**src/rtl/sh_refresh_seq.sv**
```systemverilog
module sh_refresh_seq #(
  parameter int NCH = 32,
  parameter int DW = 16,
  parameter int TICK_DIV = 1250,
  parameter logic [DW-1:0] DEFAULT_CODE = 16'h4F2C,
  localparam int AW = $clog2(NCH),
  localparam int TW = $clog2(TICK_DIV + 1)
) (
  input  logic          clk,
  input  logic          rst_n,
  input  logic          wr_en,
  input  logic [AW-1:0] wr_addr,
  input  logic [DW-1:0] wr_data,
  input  logic          wr_imm,
  input  logic          wr_ext,
  input  logic          sel_act,
  input  logic          imm_pin,
  input  logic          ext_pin,
  input  logic          ext_clk,
  output logic [DW-1:0] dac_code,
  output logic [AW-1:0] chan,
  output logic          sample,
  output logic          busy
);

  typedef enum logic [1:0] {S_RST, S_RUN, S_HOLD, S_IMM} st_t;

  logic [DW-1:0] mem [NCH];
  st_t           st, st_n;
  logic [1:0]    ph;
  logic [AW-1:0] ch, ch_n, ptr, ptr_n, imm_ch;
  logic          imm_pend, seen, ext_bit, ext_q;
  logic [TW-1:0] tick;
  logic [DW-1:0] code_r;

  logic ext_eff, int_on, tick_hit, ext_hit, adv, step_end, wr_ok, imm_wr;
  logic imm_go;
  logic [AW-1:0] imm_tgt;

  assign busy     = (st == S_RST);
  assign ext_eff  = ext_pin | ext_bit;
  assign int_on   = busy | ~ext_eff;
  assign tick_hit = int_on && (tick == TW'(TICK_DIV - 1));
  assign ext_hit  = ~busy & ext_eff & ext_clk & ~ext_q;
  assign adv      = tick_hit | ext_hit;
  assign step_end = adv && (ph == 2'd3);
  assign wr_ok    = wr_en & ~busy;
  assign imm_wr   = wr_ok & (wr_imm | imm_pin);
  assign imm_go   = imm_pend | imm_wr;
  assign imm_tgt  = imm_wr ? wr_addr : imm_ch;

  assign dac_code = code_r;
  assign chan     = ch;
  assign sample   = (st != S_HOLD) && (ph == 2'd3);

  function automatic logic [AW-1:0] nxt(input logic [AW-1:0] a);
    return (a == AW'(NCH - 1)) ? '0 : a + AW'(1);
  endfunction

  function automatic logic [DW-1:0] rd(input logic [AW-1:0] a);
    return (wr_ok && wr_addr == a) ? wr_data : mem[a];
  endfunction

  always_comb begin
    st_n  = st;
    ch_n  = ch;
    ptr_n = ptr;
    if (step_end) begin
      if (st == S_RST) begin
        st_n  = (ch == AW'(NCH - 1)) ? S_RUN : S_RST;
        ch_n  = nxt(ch);
        ptr_n = nxt(ch);
      end else if (sel_act) begin
        st_n = S_HOLD;
        ch_n = ptr;
      end else if (imm_go) begin
        st_n = S_IMM;
        ch_n = imm_tgt;
      end else if (st == S_RUN && !seen) begin
        ptr_n = nxt(ptr);
        ch_n  = nxt(ptr);
      end else begin
        st_n = S_RUN;
        ch_n = ptr;
      end
    end
  end

  always_ff @(posedge clk) begin
    if (wr_ok)
      mem[wr_addr] <= wr_data;
    else if (busy && step_end)
      mem[ch] <= DEFAULT_CODE;
  end

  always_ff @(posedge clk or negedge rst_n) begin
    if (!rst_n) begin
      st       <= S_RST;
      ph       <= '0;
      ch       <= '0;
      ptr      <= '0;
      imm_ch   <= '0;
      imm_pend <= 1'b0;
      seen     <= 1'b0;
      ext_bit  <= 1'b0;
      ext_q    <= 1'b0;
      tick     <= '0;
      code_r   <= DEFAULT_CODE;
    end else begin
      st    <= st_n;
      ch    <= ch_n;
      ptr   <= ptr_n;
      ext_q <= ext_clk;
      if (adv) ph <= ph + 2'd1;
      tick <= (!int_on || tick_hit) ? '0 : tick + TW'(1);
      if (wr_ok) ext_bit <= wr_ext;
      seen <= (busy || step_end) ? 1'b0 : (seen | sel_act);
      if (step_end && st_n == S_IMM) begin
        imm_pend <= 1'b0;
      end else if (imm_wr) begin
        imm_pend <= 1'b1;
        imm_ch   <= wr_addr;
      end
      if (step_end)
        code_r <= (st_n == S_RST) ? DEFAULT_CODE : rd(ch_n);
    end
  end

endmodule

```
**config.mk**
```make
export PLATFORM = sky130hd
export DESIGN_NAME = sh_refresh_seq
export DESIGN_NICKNAME = d
export VERILOG_FILES = /design/src/rtl/sh_refresh_seq.sv
export SDC_FILE = /design/constraint.sdc
export NUM_CORES = 1
export LEC_CHECK = 0
export ABC_AREA = 1
export BUFFER_PORTS_ARGS = -buffer_cell sky130_fd_sc_hd__buf_2
export CAP_MARGIN = 20
export CORE_ASPECT_RATIO = 0.7
export CORE_MARGIN = 1.5
export CORE_UTILIZATION = 63
export DETAILED_ROUTE_END_ITERATION = 7
export PLACE_DENSITY_LB_ADDON = 0.05
export SYNTH_ARGS = -nofsm -noshare
export SYNTH_HDL_FRONTEND = slang
export SYNTH_SLANG_ARGS = --single-unit
```
**constraint.sdc**
```tcl
create_clock -name clk -period 3.4 [get_ports clk]
set_input_delay 0.34 -clock clk [delete_from_list [all_inputs] [get_ports clk]]
set_output_delay 0.34 -clock clk [all_outputs]
set_load 0.05 [all_outputs]
```
==> results of run 1 <==
[placed cells by master (no fill, tap or decap), drive strengths merged, types with 2 or more instances in the layout]
cell type and count:
mux2 2, nor3b 3, nand3b 80, inv 257, clkinvlp 7, xor2 3
clkbuf 69, o211ai 3, bufinv 8, ha 7, or2 8, buf 156
nand2 489, o21ai 29, a21oi 24, a31oi 3, nor3 7, edfxtp 512
clkinv 16, dfrtp 42, nor2 93, dlygate4sd3 3, nand3 600, dfstp 8
[repair_timing]
action                     4_1_cts  5_1_grt
hold endpoints to repair        29        0
setup endpoints to repair        0       27
resized for setup                0        8
setup buffers                    0        6
hold buffers                     3        0
[per-stage QoR]
stage	utilization	setup slack (ns)	TNS (ns)
after floorplan	-	0.187	0
after global placement	0.677	0.154	0
after detailed placement	0.677	0.138	0
after CTS	0.724	0.137	0
after global routing	0.729	-0.0540	-0.0995
final	0.729	0.187	0
[metal layers]
metal / up-vias / wire, um / global-route usage
li1: 8084 / - / -
met1: 8435 / 26400 / 0.464
met2: 953 / 28800 / 0.476
met3: 155 / 5850 / 0.0404
met4: 0 / 1900 / 0.0976
met5: - / 0 / 0
[path summary, 6_finish.rpt]
path | from | slack [ns] | end | cells past startpoint
setup / recovery | st[0] | 0.19 | mem[9][5] | 13
hold / removal | ext_pin | 0.09 | tick[10] | 4
setup reg to reg | st[0] | 0.19 | mem[9][5] | 13
hold reg to reg | dac_code[12] | 0.49 | dac_code[12] | 2
max in group asynchronous | rst_n | 2.17 | tick[7] | 3
min in group asynchronous | rst_n | 0.45 | chan[2] | 2
[tightest hold or removal path, cell delays in order]
cell,delay [ns]
buf_2,0.08
o21ai_2,0.08
nand3_1,0.09
a31oi_1,0.04
[state kept, by name, summed over array words and instances, names as in the netlist]
signal    count
st            2
dac_code     16
mem         512
ptr           5
tick         11
ph            2
chan          5
ext_bit       1
ext_q         1
imm_ch        5
imm_pend      1
seen          1
[cell families after synthesis]
group / after synthesis / synth area share
and+or+nand+nor: 1282 / 0.243
DFF: 562 / 0.671
buffers and inverters: 389 / 0.0660
AOI/OAI and AO/OA: 62 / 0.0137
adders and majority gates: 7 / 0.00353
xor gates and xnor gates: 4 / 0.00141
muxes: 2 / 0.000909
[power by group through the flow]
stage | registers [mW] | clock network (mW) | logic (mW)
6_report | 8.03 | 6.08 | 8.72
5_1_grt | 8.05 | 6.36 | 9.39
2_1_floorplan | 8.55 | 0 | 5.44
3_3_place_gp | 8.17 | 0 | 8.28
3_5_place_dp | 8.17 | 0 | 8.42
4_1_cts | 8.03 | 6.12 | 8.46
[area by class of cell]
cell class                 instances  area, um2  share of cell area
timing repair buffer             163       1530              0.0543
multi-input combinational       1357       6550               0.233
inverter                         255        962              0.0342
clock buffer                      65       1400              0.0498
tap                              527        659              0.0235
sequential                       562      16600               0.592
clock inverter                    33        382              0.0136
==> metrics.txt, run 1 <==
Sw Ratio=0.386; ranking of synthesized cells by area=edfxtp_1, nand3_1, nand2_1; Max Slew Vio Count=0; sequential share of power=0.352; GP Congestion=0.972; Syn Area/Cell=approximately 11 um2; Commonest cells post-synth=nand3_1, edfxtp_1, nand2_1, inv_1, nor2_1; CP Capture Type=flop; CTS Buffer Depth=3; sequential share of the synthesized area=0.671; CORE AREA=between 0.03 and 0.04 mm2; I/O Buffers=52; ys flop type=edfxtp_1; combinational share of power=0.382; Setup crit start kind=flop; Area Overhead vs Synth=13.5%; drt wl/cell=about 21 um; ys async rst share=0.0890; share of post-route cells with drive strength above 1=0.122; Final setup viols=0; initial antenna violation count=0; Crit Path Max Fanout=13; peak supply drop=between 0.7 and 0.8 mV; placed insts=2851; CTS tree=built; Synth cell types=40; Internal Power=between 10 and 15 mW; count leader, synth=nand3_1; DP Area=roughly 0.026 mm2; Clock Skew=between 0.015 and 0.02 ns; Num CTS Buffers=52; Final Cycle Share=0.945; DIE WIDTH=240 um; vias per cell=slightly below 6; kind of critical path=reg -> reg; Arrival @ worst endpoint=between 3 and 4 ns; post-synth top area share=0.620; clk root buf=clkbuf_16; Synth Register Bits=around 560; largest net degree at the start of global routing=~130; power consumption=22.8 mW; Final Non-Filler Cells=2962; mapped cell area=around 0.025 mm2; clock transition at the registers of the reported paths=roughly 0.070 ns; EDFF count, synth=roughly 510; crit path max-delay cell type=dfrtp_1; vias in the first global route=roughly 17k; Tmin final=between 3 and 4 ns; final-stage net count=roughly 2.4k; max_cap viols=0; Ys Warns=0; Tot GR Track Use=0.309; Critical Path Most Common Cell=inv_2; DRC violations left=0; Fin. Hold Viols=0; FMAX=311 MHz; Syn Nets=about 2.3k; total grt overflow=0; initial drt markers=2308; Min Hold Slack=between 0.08 and 0.09 ns; Pleak=about 11 nW; Initial Utilization=0.642; Rows=60; Die Area=slightly above 0.04 mm2; final WL=between 60000 and 70000 um; Slew HR=0.377; H-tree levels=2; post-route ant nets=0; router iterations before antenna repair=6; delay of the slowest critical-path stage=approximately 0.43 ns; critical path, cell by cell=inv_2 > nand2_4 > o21ai_2 > inv_2 > o21ai_2 > nand3_4 > inv_2 > nand2_2 > o21ai_0 > nand3_1 > buf_4 > nor2_1 > buf_4; worst path bufs/invs=5; Yosys top cell by area=edfxtp_1; first-pass GRT wire length=approximately 95000 um; Clock Sinks=between 500 and 600; Fillers=2691; Clk pwr share=0.266; PwrDens=between 800 and 900 mW/mm2; Min-Delay Path Class=in -> reg; later-pin clock latency in the skew report=~0.59 ns; Final Cell Area=between 0.02 and 0.03 mm2; status=finished clean; HPWL after DPL=~37000 um; Via Count=approximately 18k; Worst-Margin Slew=0.935 ns; P_sw=roughly 8.8 mW; ANT cells=0; Die Ht=approximately 170 um; Mapped Cells=~2.3k; worst path required time=~3.7 ns; num ports=53; Worst path top cell family by delay=simple AND/OR/NAND/NOR gates
Power figures use the tool's default switching activity.
==> run 2: changes to the inputs <==
==> constraint.sdc (replaced) <==
create_clock -name clk -period 3.4 [get_ports clk]
set_input_delay 0.68 -clock clk [delete_from_list [all_inputs] [get_ports clk]]
set_output_delay 0.68 -clock clk [all_outputs]
set_load 0.05 [all_outputs]
==> run 2 against run 1 <==
Clock power down 8.6%. Non-clock buffer count up 2. Sequential share of layout area up 0.21 points. Die area unchanged. Combinational power up 2%. Power down 1.4%. Register-to-register slack worse by 0.02 ns. Largest power group unchanged. Via count up 0.30%.
==> metrics.txt, run 2 (synthesis results as in run 1) <==
status=finished clean; final WL=approximately 64000 um; peak supply drop=approximately 0.65 mV; Fillers=~2.7k; max_cap viols=0; FF-to-FF Start=tick[1]; post-route ant nets=0; CTS tree=built; Worst path top cell family by delay=simple AND/OR/NAND/NOR gates; Fin. Hold Viols=0; vias per cell=5.97; Post-CTS Setup Bufs=0; Sw Ratio=0.392; H-tree levels=2; sequential share of power=0.358; vias in the first global route=~17k; HPWL after DPL=just under 40000 um; Crit Path Max Fanout=15; num ports=53; drt wl/cell=~21 um; initial drt markers=2251; Clk pwr share=0.247; Initial Utilization=0.642; router iterations before antenna repair=8; R2R depth=15; Final Cycle Share=0.951; Final Non-Filler Cells=2962; combinational share of power=0.395; later-pin clock latency in the skew report=0.58 ns; PwrDens=approximately 800 mW/mm2; GP Congestion=roughly 0.9; final-stage net count=2430; CTS Buffer Depth=3; Crit path depth=15; share of post-route cells with drive strength above 1=0.118; Final Cell Area=between 0.02 and 0.03 mm2; placed insts=~2.9k; Clock Sinks=approximately 560; clock transition at the registers of the reported paths=about 0.06 ns; Die Ht=roughly 170 um; first-pass GRT wire length=roughly 97000 um; Clock Skew=0.0103 ns; Setup crit start kind=flop; RSZ-0062 raised after global routing=yes; Rows=60; Via Count=17.7k; Biggest register=mem; I/O Buffers=between 50 and 60; max FFs per register=about 510; most common cell after layout, fill and taps aside=nand3_1; Internal Power=between 10 and 15 mW; Worst-Margin Slew=1.07 ns; Final setup viols=0; DIE WIDTH=roughly 240 um; critical path, cell by cell=inv_1 > ha_1 > nand2_1 > nor2_1 > nand3_1 > nand2_2 > nand3_4 > inv_2 > nand2_2 > o21ai_0 > inv_1 > nor2_1 > nand2_1 > nor2_1 > buf_4; worst r2r dst=mem[9][5]; final core occ=0.726; TNS Setup=0 ns; Slew HR=0.286; CORE AREA=0.0386 mm2; P_sw=approximately 9 mW; Reg2Reg Setup Slack=between 0.15 and 0.2 ns; worst path required time=3.67 ns; kind of critical path=reg -> reg; ANT cells=0; FMAX=a little over 300 MHz; initial antenna violation count=0; Min Hold Slack=between 0.1 and 0.15 ns; Area Overhead vs Synth=13.1%; worst path bufs/invs=4; Num CTS Buffers=52; Max Slew Vio Count=0; DRC violations left=0; Tot GR Track Use=0.318; Die Area=between 0.04 and 0.05 mm2; largest net degree at the start of global routing=120; Tmin final=around 3.2 ns; Min-Delay Path Class=in -> async; Pleak=11.2 nW; DP Area=roughly 0.026 mm2; most frequent cells in the layout=nand3_1, edfxtp_1, nand2_1, inv_1, nor2_1; Critical Path Most Common Cell=nor2_1; clk root buf=clkbuf_16; delay of the slowest critical-path stage=0.45 ns; CP Capture Type=flop; Arrival @ worst endpoint=3.51 ns; total grt overflow=0; crit path max-delay cell type=o21ai_0
[run 2: changes by cell type in the layout (fill, tap and decap cells not counted), moves of 2 or more]
cell,change
clkinvlp_4,-5
dlygate4sd3_1,-3
inv_6,-2
clkbuf_1,+3
clkinv_1,+9
buf_12,+8
clkinv_2,-2
o21ai_1,-2
bufinv_16,-6
[run 2: power by group through the flow]
| stage | sequential (mW) | clock, mW | combinational, mW |
|---|---|---|---|
| 3_3_place_gp | 8.19 | 0 | 8.50 |
| 4_1_cts | 8.05 | 5.61 | 8.67 |
| 5_1_grt | 8.07 | 5.88 | 9.58 |
| 3_5_place_dp | 8.19 | 0 | 8.62 |
| 2_1_floorplan | 8.55 | 0 | 5.44 |
| 6_report | 8.05 | 5.56 | 8.89 |
[run 2: timing repair]
action | 4_1_cts | 5_1_grt
endpoints found under the setup margin | 0 | 16
gates resized for setup | 0 | 4
hold buffers | 0 | 0
[run 2: worst max-delay path by stage]
stage / from / end / slack, ns
6_report: tick[1] / mem[9][5] / 0.17
5_1_grt: ptr[1] / dac_code[5] / -0.02
4_1_cts: ptr[1] / dac_code[15] / 0.13
3_5_place_dp: ext_pin / mem[11][10] / 0.07
3_3_place_gp: ext_pin / mem[10][5] / 0.07
2_1_floorplan: st[1] / mem[5][0] / 0.19
[run 2: worst reg2reg max path: cells and delay by family, from the launching register on]
family | cells | cell delay (ns)
AOI/OAI and AO/OA | 1 | 0.45
adders and majority gates | 1 | 0.13
buffers and inverters | 4 | 0.58
DFF | 1 | 0.41
and+or+nand+nor | 9 | 1.34
[run 2: final cells by class]
type	count	area (um2)	share of cell area
repair buffers	165	1590	0.0569
multi-input cells	1357	6550	0.234
clock inverters	28	186	0.00665
clock buffers	68	1420	0.0508
flip-flops and latches	562	16600	0.594
well taps	527	659	0.0235
inverters	255	965	0.0344
[run 2: metal layers]
layer / GRT usage / share of wire / wire, um
met4: 0.0902 / 0.024 / 1530
met5: 0 / 0 / 0
met2: 0.486 / 0.46 / 29200
met1: 0.479 / 0.42 / 27000
met3: 0.0471 / 0.093 / 5920
[run 2: through the flow]
step | power, mW | setup slack (ns)
5_1_grt | 23.5 | -0.0249
3_5_place_dp | 16.8 | 0.0669
2_1_floorplan | 14.0 | 0.187
4_1_cts | 22.3 | 0.130
6_report | 22.5 | 0.166
3_3_place_gp | 16.7 | 0.0667
==> run 3: changes to the inputs <==
CORE_MARGIN = 5   (was 1.5)
CTS_CLUSTER_DIAMETER = 50   (was unset)
==> run 3 against run 2 <==
Final area fell by 0.32%. Die area rose by 7.2%. Sequential share of layout area rose by 0.19 points. Largest cell class unchanged.
==> metrics.txt, run 3 (synthesis results as in run 1) <==
status=finished clean; Clk pwr share=0.252; Worst path top cell family by delay=simple AND/OR/NAND/NOR gates; sequential share of power=0.357; max FFs per register=512; peak supply drop=roughly 0.56 mV; Area Overhead vs Synth=12.7%; I/O Buffers=52; Internal Power=13.7 mW; largest net degree at the start of global routing=a little over 70; kind of critical path=reg -> reg; ANT cells=0; delay of the slowest critical-path stage=~0.4 ns; final WL=roughly 63000 um; Sw Ratio=0.393; first-pass GRT wire length=roughly 98000 um; num ports=53; Fin. Hold Viols=0; Clock Sinks=around 560; most common cell after layout, fill and taps aside=nand3_1; Crit Path Max Fanout=12; Die Ht=approximately 180 um; Biggest register=mem; worst path required time=between 3 and 4 ns; crit path max-delay cell type=dfrtp_1; vias per cell=approximately 6.0; total grt overflow=0; Clock Skew=roughly 0.019 ns; critical path, cell by cell=inv_1 > ha_1 > nand2_1 > nor2_1 > nand3_1 > nand2_2 > nand3_4 > inv_2 > nand2_2 > nand2_1 > o21ai_0 > inv_1 > nand3_1 > nor2_1 > buf_4; Num CTS Buffers=53; Hold Startpoint=ext_clk; initial drt markers=2028; CORE AREA=a little under 0.04 mm2; HPWL after DPL=approximately 38000 um; share of post-route cells with drive strength above 1=0.121; Die Area=0.0435 mm2; final-stage net count=roughly 2.4k; Tot GR Track Use=0.289; combinational share of power=0.391; Final WS setup=between 0.2 and 0.3 ns; H-tree levels=2; P_sw=8.83 mW; most frequent cells in the layout=nand3_1, edfxtp_1, nand2_1, inv_1, nor2_1; Rows=60; clk root buf=clkbuf_16; dpl ws=between 0.15 and 0.2 ns; RSZ-0062 raised after global routing=no; FMAX=about 320 MHz; Slew HR=0.334; DIE WIDTH=247 um; Min-Delay Path Class=in -> reg; CP Capture Type=flop; Tmin final=~3.1 ns; Setup crit start kind=flop; FF-to-FF Start=tick[1]; max_cap viols=0; clock transition at the registers of the reported paths=roughly 0.060 ns; worst path bufs/invs=4; DRC violations left=0; vias in the first global route=roughly 17k; R2R depth=15; CP startpoint=tick[1]; Cells on Worst Hold Path=1; Pleak=about 11 nW; GP Congestion=just over 0.9; Max Slew Vio Count=0; router iterations before antenna repair=7; Post-CTS Setup Bufs=0; drt wl/cell=around 21 um; TNS Setup=0 ns; post-route ant nets=0; Worst-Margin Slew=between 0.9 and 1 ns; Initial Utilization=0.641; Arrival @ worst endpoint=3.42 ns; Crit path depth=15; CTS Buffer Depth=3; initial antenna violation count=0; PwrDens=805 mW/mm2; Final Cycle Share=0.926; CTS tree=built; Via Count=around 18k; later-pin clock latency in the skew report=0.58 ns; Final setup viols=0
run 3: cell types whose count changed in the layout (fill, tap and decap cells not counted), moves of 3 or more:
cell,delta
clkinv_1,-9
buf_12,-7
buf_4,+7
inv_6,+4
clkbuf_8,+3
clkinv_2,+3
run 3: layout make-up:
type	instances	area (um2)
fillers	2722	10700
clock buffers	73	1490
repair buffers	163	1460
multi-input cells	1357	6550
inverters	255	962
flip-flops and latches	562	16600
well taps	527	659
clock inverters	25	173
run 3: metal layers:
metal | track usage | part of all wire | up-vias
met3 | 0.0412 | 0.098 | 121
met2 | 0.438 | 0.45 | 964
met4 | 0.0732 | 0.023 | 0
met5 | 0 | 0 | -
met1 | 0.450 | 0.43 | 8502
li1 | - | - | 8082
run 3: worst paths after layout:
| kind | to | slack, ns |
|---|---|---|
| worst max-delay path | mem[12][12] | 0.25 |
| worst min-delay path | ext_q | 0.22 |
| worst max register to register | mem[12][12] | 0.25 |
| worst min register to register | imm_ch[3] | 0.49 |
| max in group asynchronous | dac_code[5] | 2.38 |
| min in group asynchronous | chan[4] | 0.51 |
run 3: stage by stage:
stage	cell area, um2	util	hold slack [ns]	instances	total power [mW]
finish	27900	0.722	0.224	2962	22.5
global route	27900	0.722	0.204	2962	23.6
CTS	27800	0.718	0.207	2955	22.4
detailed placement	26100	0.675	0.471	2857	16.8
global placement	26100	0.675	0.466	2857	16.7
floorplan	24800	-	0.384	2308	14.0
run 3: worst reg2reg max path: stages, from the launching register on:
cell and delay [ns]:
dfrtp_1 0.40, inv_1 0.07, ha_1 0.15, nand2_1 0.05, nor2_1 0.10, nand3_1 0.12, nand2_2 0.12, nand3_4 0.21
inv_2 0.13, nand2_2 0.12, nand2_1 0.11, o21ai_0 0.16, inv_1 0.11, nand3_1 0.32, nor2_1 0.39, buf_4 0.27
run 3: what timing repair did:
action,in CTS,in global routing
resized for setup,0,1
setup endpoints to repair,0,2
hold endpoints to repair,0,7
hold buffers,0,1
run 3: power by group through the flow:
stage | combinational [mW] | sequential [mW] | clock (mW)
after global placement | 8.49 | 8.16 | 0
after detailed placement | 8.62 | 8.16 | 0
final | 8.79 | 8.02 | 5.67
after CTS | 8.67 | 8.02 | 5.73
after floorplan | 5.44 | 8.55 | 0
after global routing | 9.53 | 8.05 | 6.05
